### config.mk
export PLATFORM = sky130hd
export DESIGN_NAME = uart_csr_front
export DESIGN_NICKNAME = d
export VERILOG_FILES = /design/src/rtl/ucsr_pkg.sv /design/src/rtl/ucsr_rx_fifo.sv /design/src/rtl/ucsr_flag_unit.sv /design/src/rtl/ucsr_plain_regs.sv /design/src/rtl/uart_csr_front.sv
export SDC_FILE = /design/constraint.sdc
export NUM_CORES = 1
export LEC_CHECK = 0
export ABC_AREA = 1
export BUFFER_PORTS_ARGS = -buffer_cell sky130_fd_sc_hd__buf_2
export CAP_MARGIN = 20
export CORE_ASPECT_RATIO = 0.8
export CORE_UTILIZATION = 29
export DETAILED_ROUTE_END_ITERATION = 8
export GPL_TIMING_DRIVEN = 1
export PLACE_DENSITY_LB_ADDON = 0.25
export RECOVER_POWER = 50
export SLEW_MARGIN = 10
export SYNTH_ARGS = -nofsm -noshare
export SYNTH_HDL_FRONTEND = slang
export SYNTH_SLANG_ARGS = --single-unit
export TNS_END_PERCENT = 50
### constraint.sdc
create_clock -name clk -period 2.8 [get_ports clk]
set_clock_uncertainty 0.15 [all_clocks]
set_input_delay 0.56 -clock clk [delete_from_list [all_inputs] [get_ports clk]]
set_output_delay 0.56 -clock clk [all_outputs]
set_load 0.01 [all_outputs]
### src/rtl/ucsr_pkg.sv
package ucsr_pkg;
  localparam int DW = 32;
  localparam int AW = 10;
  localparam int BW = 8;

  localparam int CTRL_CLKEN  = 15;
  localparam int CTRL_CLKRDY = 19;
  localparam int CTRL_TXFL   = 4;
  localparam int CTRL_RXFL   = 5;
  localparam int THR_W       = 4;
  localparam int ST_TXEMPTY  = 6;
  localparam int ST_RXEMPTY  = 4;
  localparam int ST_LVL_LSB  = 8;
  localparam int ST_LVL_W    = 4;
  localparam int FLG_RXTHR   = 4;
  localparam int FLG_TXHE    = 6;
  localparam int PIN_RTS     = 1;
  localparam int NUM_PLAIN   = 6;

  typedef enum logic [3:0] {
    SEL_CTRL   = 4'd0,  SEL_STATUS = 4'd1,  SEL_IEN    = 4'd2,  SEL_FLAGS = 4'd3,
    SEL_CLKDIV = 4'd4,  SEL_OSR    = 4'd5,  SEL_PEEK   = 4'd6,  SEL_PIN   = 4'd7,
    SEL_DATA   = 4'd8,  SEL_DMA    = 4'd9,  SEL_WKEN   = 4'd10, SEL_WKFL  = 4'd11,
    SEL_NONE   = 4'd15
  } reg_sel_e;

  function automatic reg_sel_e decode_addr(logic [AW-1:0] a);
    reg_sel_e s;
    s = SEL_NONE;
    if (a[1:0] == 2'b00) begin
      case (a[AW-1:2])
        8'd0:  s = SEL_CTRL;
        8'd1:  s = SEL_STATUS;
        8'd2:  s = SEL_IEN;
        8'd3:  s = SEL_FLAGS;
        8'd4:  s = SEL_CLKDIV;
        8'd5:  s = SEL_OSR;
        8'd6:  s = SEL_PEEK;
        8'd7:  s = SEL_PIN;
        8'd8:  s = SEL_DATA;
        8'd9:  s = SEL_DMA;
        8'd10: s = SEL_WKEN;
        8'd11: s = SEL_WKFL;
        default: s = SEL_NONE;
      endcase
    end
    return s;
  endfunction

  // index of a plain storage register, NUM_PLAIN when not one
  function automatic int plain_index(reg_sel_e s);
    case (s)
      SEL_CLKDIV: return 0;
      SEL_OSR:    return 1;
      SEL_PIN:    return 2;
      SEL_DMA:    return 3;
      SEL_WKEN:   return 4;
      SEL_WKFL:   return 5;
      default:    return NUM_PLAIN;
    endcase
  endfunction

  function automatic logic [DW-1:0] plain_reset(int idx);
    return (idx == 2) ? (DW'(1) << PIN_RTS) : '0;
  endfunction

  function automatic logic [DW-1:0] ctrl_on_write(logic [DW-1:0] w);
    logic [DW-1:0] v;
    v = w;
    v[CTRL_TXFL] = 1'b0;
    v[CTRL_RXFL] = 1'b0;
    if (w[CTRL_CLKEN]) v[CTRL_CLKRDY] = 1'b1;
    return v;
  endfunction

  function automatic logic [DW-1:0] status_word(int unsigned lvl, logic empty);
    logic [DW-1:0] v;
    v = '0;
    v[ST_LVL_LSB +: ST_LVL_W] = ST_LVL_W'(lvl);
    v[ST_TXEMPTY] = 1'b1;
    v[ST_RXEMPTY] = empty;
    return v;
  endfunction

  function automatic logic thr_met(int unsigned lvl, int unsigned thr);
    return lvl >= thr;
  endfunction

  // clear first, then new events: a same-cycle event wins
  function automatic logic [DW-1:0] flags_next(logic [DW-1:0] cur, logic clr_en,
                                               logic [DW-1:0] clr_mask,
                                               logic [DW-1:0] set_mask);
    logic [DW-1:0] v;
    v = clr_en ? (cur & ~clr_mask) : cur;
    return v | set_mask;
  endfunction
endpackage

### src/rtl/ucsr_rx_fifo.sv
module ucsr_rx_fifo #(
  parameter int DEPTH = 8,
  parameter int W     = 8,
  localparam int PW   = (DEPTH > 1) ? $clog2(DEPTH) : 1,
  localparam int CW   = $clog2(DEPTH + 1)
) (
  input  logic          clk,
  input  logic          rst_n,
  input  logic          push,
  input  logic          pop,
  input  logic          flush,
  input  logic [W-1:0]  din,
  output logic [W-1:0]  head,
  output logic [CW-1:0] count,
  output logic          empty,
  output logic          full
);
  logic [W-1:0]  mem [DEPTH];
  logic [PW-1:0] wr_ptr, rd_ptr;
  logic          do_push, do_pop;

  assign empty   = (count == '0);
  assign full    = (count == CW'(DEPTH));
  assign do_push = push && !full && !flush;
  assign do_pop  = pop && !empty && !flush;
  assign head    = empty ? '0 : mem[rd_ptr];

  function automatic logic [PW-1:0] bump(logic [PW-1:0] p);
    return (p == PW'(DEPTH - 1)) ? '0 : p + 1'b1;
  endfunction

  always_ff @(posedge clk) begin
    if (do_push) mem[wr_ptr] <= din;
  end

  always_ff @(posedge clk or negedge rst_n) begin
    if (!rst_n) begin
      wr_ptr <= '0;
      rd_ptr <= '0;
      count  <= '0;
    end else if (flush) begin
      wr_ptr <= '0;
      rd_ptr <= '0;
      count  <= '0;
    end else begin
      if (do_push) wr_ptr <= bump(wr_ptr);
      if (do_pop)  rd_ptr <= bump(rd_ptr);
      count <= count + CW'(do_push) - CW'(do_pop);
    end
  end
endmodule

### src/rtl/ucsr_flag_unit.sv
module ucsr_flag_unit
  import ucsr_pkg::*;
(
  input  logic          clk,
  input  logic          rst_n,
  input  logic          clr_en,
  input  logic [DW-1:0] clr_mask,
  input  logic [DW-1:0] set_mask,
  input  logic [DW-1:0] ien,
  output logic [DW-1:0] flags,
  output logic          irq
);
  always_ff @(posedge clk or negedge rst_n) begin
    if (!rst_n) flags <= '0;
    else        flags <= flags_next(flags, clr_en, clr_mask, set_mask);
  end

  assign irq = |(flags & ien);
endmodule

### src/rtl/ucsr_plain_regs.sv
module ucsr_plain_regs
  import ucsr_pkg::*;
#(
  parameter int N = NUM_PLAIN
) (
  input  logic                 clk,
  input  logic                 rst_n,
  input  logic                 wr_en,
  input  int                   wr_idx,
  input  logic [DW-1:0]        wdata,
  output logic [N-1:0][DW-1:0] q
);
  for (genvar i = 0; i < N; i++) begin : g_reg
    always_ff @(posedge clk or negedge rst_n) begin
      if (!rst_n)                    q[i] <= plain_reset(i);
      else if (wr_en && wr_idx == i) q[i] <= wdata;
    end
  end
endmodule

### src/rtl/uart_csr_front.sv
module uart_csr_front
  import ucsr_pkg::*;
#(
  parameter int RX_DEPTH = 8,
  localparam int CW      = $clog2(RX_DEPTH + 1)
) (
  input  logic          clk,
  input  logic          rst_n,
  input  logic          bus_sel,
  input  logic          bus_wr,
  input  logic [9:0]    bus_addr,
  input  logic [31:0]   bus_wdata,
  output logic [31:0]   bus_rdata,
  input  logic          rx_valid,
  input  logic [7:0]    rx_byte,
  output logic          rx_ready,
  output logic          tx_valid,
  output logic [7:0]    tx_byte,
  output logic          irq
);
  reg_sel_e            sel;
  logic                rd_en, wr_en;
  logic [DW-1:0]       ctrl_q, ien_q, flags_q;
  logic [CW-1:0]       fifo_count, cnt_after;
  logic                fifo_empty, fifo_full;
  logic [BW-1:0]       fifo_head;
  logic                push_fire, pop_fire, flush_fire;
  logic                thr_fire, txw_fire, flag_clr_fire;
  logic [DW-1:0]       set_mask;
  logic [NUM_PLAIN-1:0][DW-1:0] plain_q;
  int                  plain_idx;

  assign sel           = decode_addr(bus_addr);
  assign rd_en         = bus_sel && !bus_wr;
  assign wr_en         = bus_sel && bus_wr;
  assign flush_fire    = wr_en && sel == SEL_CTRL && bus_wdata[CTRL_RXFL];
  assign rx_ready      = ctrl_q[CTRL_CLKEN] && !fifo_full;
  assign push_fire     = rx_valid && rx_ready && !flush_fire;
  assign pop_fire      = rd_en && sel == SEL_DATA && !fifo_empty && !flush_fire;
  assign txw_fire      = wr_en && sel == SEL_DATA;
  assign flag_clr_fire = wr_en && sel == SEL_FLAGS;
  assign cnt_after     = fifo_count + CW'(push_fire) - CW'(pop_fire);
  assign thr_fire      = push_fire && thr_met(int'(cnt_after), int'(ctrl_q[THR_W-1:0]));
  assign plain_idx     = plain_index(sel);

  always_comb begin
    set_mask = '0;
    set_mask[FLG_RXTHR] = thr_fire;
    set_mask[FLG_TXHE]  = txw_fire;
  end

  ucsr_rx_fifo #(.DEPTH(RX_DEPTH), .W(BW)) i_fifo (
    .clk   (clk),
    .rst_n (rst_n),
    .push  (push_fire),
    .pop   (pop_fire),
    .flush (flush_fire),
    .din   (rx_byte),
    .head  (fifo_head),
    .count (fifo_count),
    .empty (fifo_empty),
    .full  (fifo_full)
  );

  ucsr_flag_unit i_flags (
    .clk      (clk),
    .rst_n    (rst_n),
    .clr_en   (flag_clr_fire),
    .clr_mask (bus_wdata),
    .set_mask (set_mask),
    .ien      (ien_q),
    .flags    (flags_q),
    .irq      (irq)
  );

  ucsr_plain_regs #(.N(NUM_PLAIN)) i_plain (
    .clk    (clk),
    .rst_n  (rst_n),
    .wr_en  (wr_en && plain_idx < NUM_PLAIN),
    .wr_idx (plain_idx),
    .wdata  (bus_wdata),
    .q      (plain_q)
  );

  always_ff @(posedge clk or negedge rst_n) begin
    if (!rst_n) begin
      ctrl_q   <= '0;
      ien_q    <= '0;
      tx_valid <= 1'b0;
      tx_byte  <= '0;
    end else begin
      if (wr_en && sel == SEL_CTRL) ctrl_q <= ctrl_on_write(bus_wdata);
      if (wr_en && sel == SEL_IEN)  ien_q  <= bus_wdata;
      tx_valid <= txw_fire;
      if (txw_fire) tx_byte <= bus_wdata[BW-1:0];
    end
  end

  always_comb begin
    bus_rdata = '0;
    if (rd_en) begin
      case (sel)
        SEL_CTRL:   bus_rdata = ctrl_q;
        SEL_STATUS: bus_rdata = status_word(int'(fifo_count), fifo_empty);
        SEL_IEN:    bus_rdata = ien_q;
        SEL_FLAGS:  bus_rdata = flags_q;
        SEL_PEEK,
        SEL_DATA:   bus_rdata = DW'(fifo_head);
        SEL_CLKDIV: bus_rdata = plain_q[0];
        SEL_OSR:    bus_rdata = plain_q[1];
        SEL_PIN:    bus_rdata = plain_q[2];
        SEL_DMA:    bus_rdata = plain_q[3];
        SEL_WKEN:   bus_rdata = plain_q[4];
        SEL_WKFL:   bus_rdata = plain_q[5];
        default:    bus_rdata = '0;
      endcase
    end
  end
endmodule

==> results by group, run 1 <==
Run status
  • Outcome: finished, violations left
  • Failing checks: max-capacitance violations, max-slew violations, negative setup slack

Worst setup path
  • Crit path required time: ~2100 ps
  • Largest delay contributor family on the critical path: simple AND/OR/NAND/NOR gates
  • Critical Path Fanout Max: 5
  • Worst reg-to-reg setup slack: -310 ps
  • Startpoint types: input port
  • Slowest CP cell: nor3_4
  • R2r worst-path depth: 14
  • Cells along the critical path: buf_6, nor2_4, nand2_4, buf_8, nor3_4, buf_6, nand2_2, nand2_1, nor2_1, nand3_1, nand2_4, buf_12, clkbuf_16, nor2_2, buf_2
  • Critical Path End Type: output pin
  • Crit Reg-Reg Endpoint: i_flags.flags[4]$_DFF_PN0_
  • Worst path bufs/invs: 6
  • Worst r2r src: i_fifo.count[3]$_DFF_PN0_
  • Worst EP arrival: between 2000 and 2500 ps
  • CP peak stage delay: between 200 and 250 ps
  • Worst Path Class, Setup: in -> out

Floorplan
  • Die W: about 270 um
  • Number of I/O pins: between 90 and 100
  • Die height: around 220 um
  • Num rows: slightly below 80
  • Initial core utilization: about 30%
  • Core area: between 50,000 and 60,000 um2
  • DIE AREA: around 60,000 um2

Drt
  • Antenna viol nets, final: 0
  • DRT Wirelength: roughly 60 mm
  • Routed vias/inst: about 4.8
  • Iteration-0 DRC Markers: 1,179
  • Vias: 14.8k
  • Wire length per cell: 18.8 um
  • Final routed DRC violation total: 0
  • DRT Pass-1 Iters: 5

STA
  • Worst setup margin: -366 ps
  • Fin. Hold Viols: 0
  • Slew @ Worst Pin: around 1500 ps
  • Post-layout minimum cycle time: between 3000 and 4000 ps
  • Slew HR: -1.36%
  • Final Cycle Share: 113%
  • Pins Over Slew Limit: a little over 50
  • Count of final setup violators: 33
  • Unrepaired setup endpoints after global routing: yes
  • Peak Freq: about 320 MHz

Global routing
  • Initial antenna violation count: 1
  • Total grt overflow: 0
  • Vias in the first global route: 14.1k
  • GRT Util Overall: a little under a fifth
  • First-pass GRT wire length: between 80 and 90 mm
  • Largest net degree at the start of global routing: 70

Synth
  • Number of synthesized flops with an enable pin: 64
  • Most frequent cell after synthesis: nand2_1
  • Mapped cell area: between 15,000 and 20,000 um2
  • Sequential share of the synthesized area: 55.8%
  • Post-synth top cells: 614 x nand2_1, 304 x dfrtp_1, 200 x nor2_1
  • Synth top area cells: dfrtp_1 44%, nand2_1 13%, edfxtp_1 11%, o21ai_0 5.6%, nor2_1 4.4%
  • Syn_area_per_cell: approximately 8.3 um2
  • Share of the synthesized area in the top cell type: 44.4%
  • Synth Flop Type: dfrtp_1
  • Post-synth top area cell: dfrtp_1
  • Syn Nets: approximately 2.1k
  • Synth Instances: 2,051
  • Synthesized flop and latch total: around 370
  • Yosys warns: 0
  • Synth unique cells: 42
  • Asr flop ratio synth: 82.7%

Clocking
  • Clock root buffer: clkbuf_16
  • CTS tree: done
  • Clock Path Buffers: 3
  • H-tree Lvls: 2
  • Worst-path clk slew: 60 ps
  • Total CTS buffers: between 40 and 50
  • Clock Latency Late Sink: just under 600 ps
  • Clock sink count: ~370

Power
  • IR drop worst, VDD: 0.000496 V
  • Lkg Pwr: ~11 nW
  • Pwr dens: about 570 nW/um2
  • Pwr Total: roughly 0.013 W

Min path
  • Hold Path Class: in -> reg
  • Hold Crit Start: bus_wdata[18]
  • Hold depth: 2
  • Min-Delay Endpoint: i_flags.flags[18]$_DFFE_PN0P_

Finish
  • Fin nets: about 2.4k
  • Area delta synth->final: 32.3%
  • Final Util: 38.9%
  • # fillers: ~5.8k
  • Final Cell Area: approximately 23,000 um2
  • Fraction of layout cells with a size suffix above 1: 22.3%

Run
  • Max cap viols: 1

Placement
  • DP Wirelength: about 37 mm
  • Area after DPL: between 15,000 and 20,000 um2
  • Final Wtd Congestion: 0.849
  • IO buf count: 97
==> where the power goes <==
part	internal [W]	leakage, nW	switching (W)
Sequential	0.00570	4.75	0.0000929
Combinational	0.000655	5.35	0.000931
Clock	0.00316	0.656	0.00227
==> flip-flops by register name (all words and copies together), names as in the netlist, 3 cells and up <==
register,cells
tx_byte,8
i_fifo.rd_ptr,3
i_fifo.count,4
ctrl_q,30
ien_q,32
i_fifo.mem,64
i_flags.flags,32
i_fifo.wr_ptr,3
i_plain.q,192
==> per-stage QoR <==
| step | instances | hold WS, ps | setup WS, ps | setup TNS (ps) |
|---|---|---|---|---|
| floorplan | 2051 | 114 | -682 | -682 |
| global placement | 2979 | 313 | -804 | -14540 |
| detailed placement | 2979 | 322 | -877 | -14630 |
| CTS | 3078 | 0.621 | -364 | -9800 |
| global route | 3093 | 14.2 | -468 | -13860 |
| finish | 3093 | 21.2 | -366 | -10560 |
==> metal layers <==
metal | part of all wire [%] | up-vias | GRT usage (%)
met5 | 0 | - | 0
met4 | 2.0 | 0 | 5.14
met3 | 6.2 | 76 | 2.81
met2 | 44 | 400 | 28.9
met1 | 48 | 7209 | 28.1
li1 | - | 7097 | -
==> worst max-delay path by stage <==
stage / start / end / slack [ps] / cells past startpoint
floorplan: bus_addr[6] / i_flags.flags[4]$_DFF_PN0_ / -680 / 18
global placement: bus_addr[7] / i_flags.flags[4]$_DFF_PN0_ / -800 / 18
detailed placement: bus_addr[7] / i_flags.flags[4]$_DFF_PN0_ / -880 / 18
CTS: i_fifo.count[3]$_DFF_PN0_ / i_flags.flags[4]$_DFF_PN0_ / -360 / 14
global route: bus_addr[9] / bus_rdata[25] / -470 / 15
finish: bus_addr[7] / bus_rdata[21] / -370 / 15
==> cell families (layout without fill, tap and decap cells) <==
| group | Yosys count | after routing | synth area share [%] |
|---|---|---|---|
| buffers and inverters | 294 | 566 | 6.83 |
| xor gates and xnor gates | 4 | 4 | 0.205 |
| adders and majority gates | 19 | 19 | 1.48 |
| other | 0 | 1 | 0 |
| DFF | 369 | 369 | 55.8 |
| AOI/OAI and AO/OA | 373 | 373 | 11.6 |
| and+or+nand+nor | 992 | 992 | 24.0 |
==> cells in the final DEF (no fill, tap or decap), types with 25 or more instances in the layout <==
cell type	Yosys	layout
o21ai_1	59	66
nand2_1	614	585
a21oi_1	81	78
buf_12	0	39
inv_1	184	173
nor2_1	200	147
buf_6	0	48
dfrtp_1	304	304
edfxtp_1	64	64
nor2_2	8	31
nand3_1	117	100
clkbuf_16	0	49
o21ai_0	190	178
nor2_4	7	37
nand2_2	8	26
nand4_1	25	25
buf_2	43	64
buf_4	3	119
==> cell type report <==
cell class,instances,area [um2],area share (%)
sequential,369,9560,42.2
tap,769,962,4.25
antenna,1,2.50,0.0110
multi-input combinational,1388,7100,31.4
clock buffer,58,1150,5.08
timing repair buffer,298,2930,12.9
clock inverter,15,194,0.856
inverter,195,754,3.33
==> timing repair <==
item / 4_1_cts / 5_1_grt
buffers inserted: 21 / 8
pin swaps: 38 / 68
endpoints found under the setup margin: 34 / 34
gates resized for setup: 106 / 152
hold buffers: 3 / 0
endpoints found under the hold margin: 47 / 0
gates cloned: 3 / 7
Power figures use the tool's default switching activity.
==> run 2, diff against run 1 <==
CORE_UTILIZATION = 40   (was 29)
==> run 2 against run 1 <==
Compared with the run above:
- design area is 2.5% lower
- critical endpoint is now bus_rdata[3]
- sequential power hardly changed
- highest routed layer unchanged
- first-iteration DRC count is 27% higher
- global-route usage is 7.1 points higher
- combinational power is 4% lower
- cell count is 7.4% lower
- the flow still finishes with violations (max-capacitance violations, max-slew violations, negative setup slack)
- critical path depth stayed put
- count of clock-buffer cells in the layout is 3 lower
- setup slack worse by 60 ps
==> results by group, run 2 (synthesized netlist as in run 1, its figures left out) <==
Global routing
  • Routing usage on met1: 38.2% (+10 points)
  • Largest net degree at the start of global routing: 65 (-7.1%)
  • Met3 Resource Use GR: 5.76% (+3.0 points)
  • GRT Util Overall: 26.1% (+7.1 points)
  • Initial antenna violation count: 0 (-1)
  • GR peak layer: met2
  • Total grt overflow: 0 (unchanged)
  • Met2 Usage GRT: 38.8% (+9.9 points)
  • Vias in the first global route: 14.7k (+4.0%)
  • First-pass GRT wire length: 86.3 mm (+0.16%)

Finish
  • Largest register by flop count: i_plain.q
  • Fin nets: 2,361 (-0.30%)
  • Most common cell after layout, fill and taps aside: nand2_1
  • Max reg flops: 192 (unchanged)
  • Fraction of layout cells with a size suffix above 1: 21.4% (-0.85 points)
  • Area delta synth->final: 29.0%
  • Highest-count cells in the layout ignoring fill and taps: 577 x nand2_1, 304 x dfrtp_1, 183 x o21ai_0, 179 x inv_1, 158 x nor2_1
  • Final Cell Area: 22,100 um2 (-2.5%)
  • Largest regs: i_plain.q: 192 flops, i_fifo.mem: 64 flops
  • Final Util: 52.6% (+14 points)
  • Diodes inserted: 0 (-1)

STA
  • Final hold slack: 49.9 ps (+28.7 ps)
  • Pins Over Slew Limit: 61 (+20%)
  • Final Cycle Share: 115% (+2.1 points)
  • Unrepaired setup endpoints after global routing: yes
  • Fin. Hold Viols: 0 (unchanged)
  • Peak Freq: 310 MHz (-1.9%)
  • Post-layout minimum cycle time: 3230 ps (+59.8 ps)
  • Worst setup margin: -426 ps (-59.8 ps)
  • Slew HR: -22.7% (-21 points)
  • Count of final setup violators: 33 (unchanged)
  • Slew @ Worst Pin: 1840 ps (+321 ps)

Run status
  • Failing checks: max-capacitance violations, max-slew violations, negative setup slack
  • Outcome: finished, violations left

Worst setup path
  • R2r worst-path depth: 15 (+1)
  • Crit Reg-Reg Endpoint: i_flags.flags[4]$_DFF_PN0_
  • Worst reg-to-reg setup slack: -390 ps (-80 ps)
  • Crit path required time: 2090 ps (about the same)
  • Crit path from: bus_addr[8]
  • Critical Path End Type: output pin
  • Startpoint types: input port
  • Critical Path Fanout Max: 6 (+1)
  • Worst EP arrival: 2520 ps (+60 ps)
  • Critical Path Sink: bus_rdata[3]
  • Worst Path Class, Setup: in -> out
  • Worst r2r src: i_fifo.count[2]$_DFF_PN0_

Clocking
  • Clock Path Buffers: 3 (unchanged)
  • H-tree Lvls: 2 (unchanged)
  • Clock sink count: 369 (unchanged)
  • CTS tree: done
  • Clock Latency Late Sink: 550 ps (-40 ps)
  • Total CTS buffers: 40 (-4.8%)
  • Worst-path clk slew: 60 ps (about the same)
  • Clock root buffer: clkbuf_16

Placement
  • Placement Setup Slack: -869 ps (+7.69 ps)
  • DP Wirelength: 35.6 mm (-4.9%)
  • IO buf count: 97 (unchanged)
  • Final Wtd Congestion: 0.884 (+4.1%)
  • Area after DPL: 19,500 um2 (-1.9%)

Drt
  • Final routed DRC violation total: 0 (unchanged)
  • Antenna viol nets, final: 0 (unchanged)
  • DRT Wirelength: 56.7 mm (-2.8%)
  • DRT Pass-1 Iters: 6 (+1)
  • Routed vias/inst: 5.25 (+9.9%)
  • Vias: 15.0k (+1.8%)
  • Iteration-0 DRC Markers: 1,500 (+27%)
  • Wire length per cell: 19.8 um (+5.0%)

Run
  • Max cap viols: 1 (unchanged)

Floorplan
  • Initial core utilization: 40.8% (+11 points)
  • Num rows: 67 (-15%)
  • Number of I/O pins: 98 (unchanged)
  • Die W: 233 um (-15%)
  • DIE AREA: 43,600 um2 (-27%)
  • Die height: 187 um (-15%)
  • Core area: 42,000 um2 (-28%)

Power
  • Pwr dens: 570 nW/um2 (+0.62%)
  • Lkg Pwr: 10.7 nW (-0.60%)
  • IR drop worst, VDD: 0.000390 V (-21%)
  • Pwr Total: 0.0126 W (-1.9%)

Min path
  • Hold Crit Start: bus_wdata[20]
  • Hold Path Class: in -> reg
## run 2: cell types whose count changed in the layout (fill, tap and decap cells not counted), sizes merged
cell	before	now
clkinv	13	8
clkbuf	76	72
buf	277	274
clkinvlp	0	3
dlygate4sd3	3	1
bufbuf	0	1
bufinv	3	2
diode	1	0
inv	194	195
## run 2: report_power, final
group / internal (W) / switching, W / total [W]
sequential: 0.00570 / 0.0000882 / 0.00579
clock: 0.00305 / 0.00221 / 0.00526
combinational: 0.000594 / 0.000926 / 0.00152
## run 2: cell type report
type | instances | area (um2)
inverters | 195 | 753
flip-flops and latches | 369 | 9560
clock inverters | 13 | 136
well taps | 552 | 691
fillers | 3820 | 19900
multi-input cells | 1388 | 6950
clock buffers | 55 | 1150
repair buffers | 293 | 2840
## run 2: stage by stage
stage / std cells / TNS (ps)
floorplan: 2051 / -682
global placement: 2753 / -14250
detailed placement: 2753 / -16100
CTS: 2857 / -9390
global route: 2865 / -16730
finish: 2865 / -11630
## run 2: worst min-delay path by stage
stage                                                to  slack [ps]  cells after the start
after CTS                 i_flags.flags[13]$_DFFE_PN0P_          30                      2
after floorplan                   ctrl_q[0]$_DFFE_PN0N_         110                      0
after global routing      i_flags.flags[18]$_DFFE_PN0P_          50                      2
after global placement           tx_byte[6]$_DFFE_PN0P_         310                      2
final                     i_flags.flags[20]$_DFFE_PN0P_          50                      2
after detailed placement         tx_byte[0]$_DFFE_PN0P_         320                      2
## run 2: repair_timing
item                                   CTS  global route
setup endpoints to repair               34            35
endpoints found under the hold margin   52             0
hold buffers                             1             0
gates resized for setup                116            90
pin swaps                               34            27
setup buffers                           25             7
gates cloned                            11             3
## run 2: worst max-delay path: stages
cell,delay [ps]
buf_6,90
nor2_4,180
nand2_4,100
buf_8,150
nor3_4,320
buf_6,160
nand2_4,50
nand2_2,90
nor2_2,40
nand3_2,120
nand2_8,120
buf_6,180
nor2_1,100
buf_4,140
buf_6,100
## run 2: metal layers
| layer | part of all wire, % | routed length [um] |
|---|---|---|
| met1 | 46 | 25800 |
| met2 | 44 | 24800 |
| met3 | 8.2 | 4620 |
| met4 | 2.6 | 1480 |
| met5 | 0 | 0 |
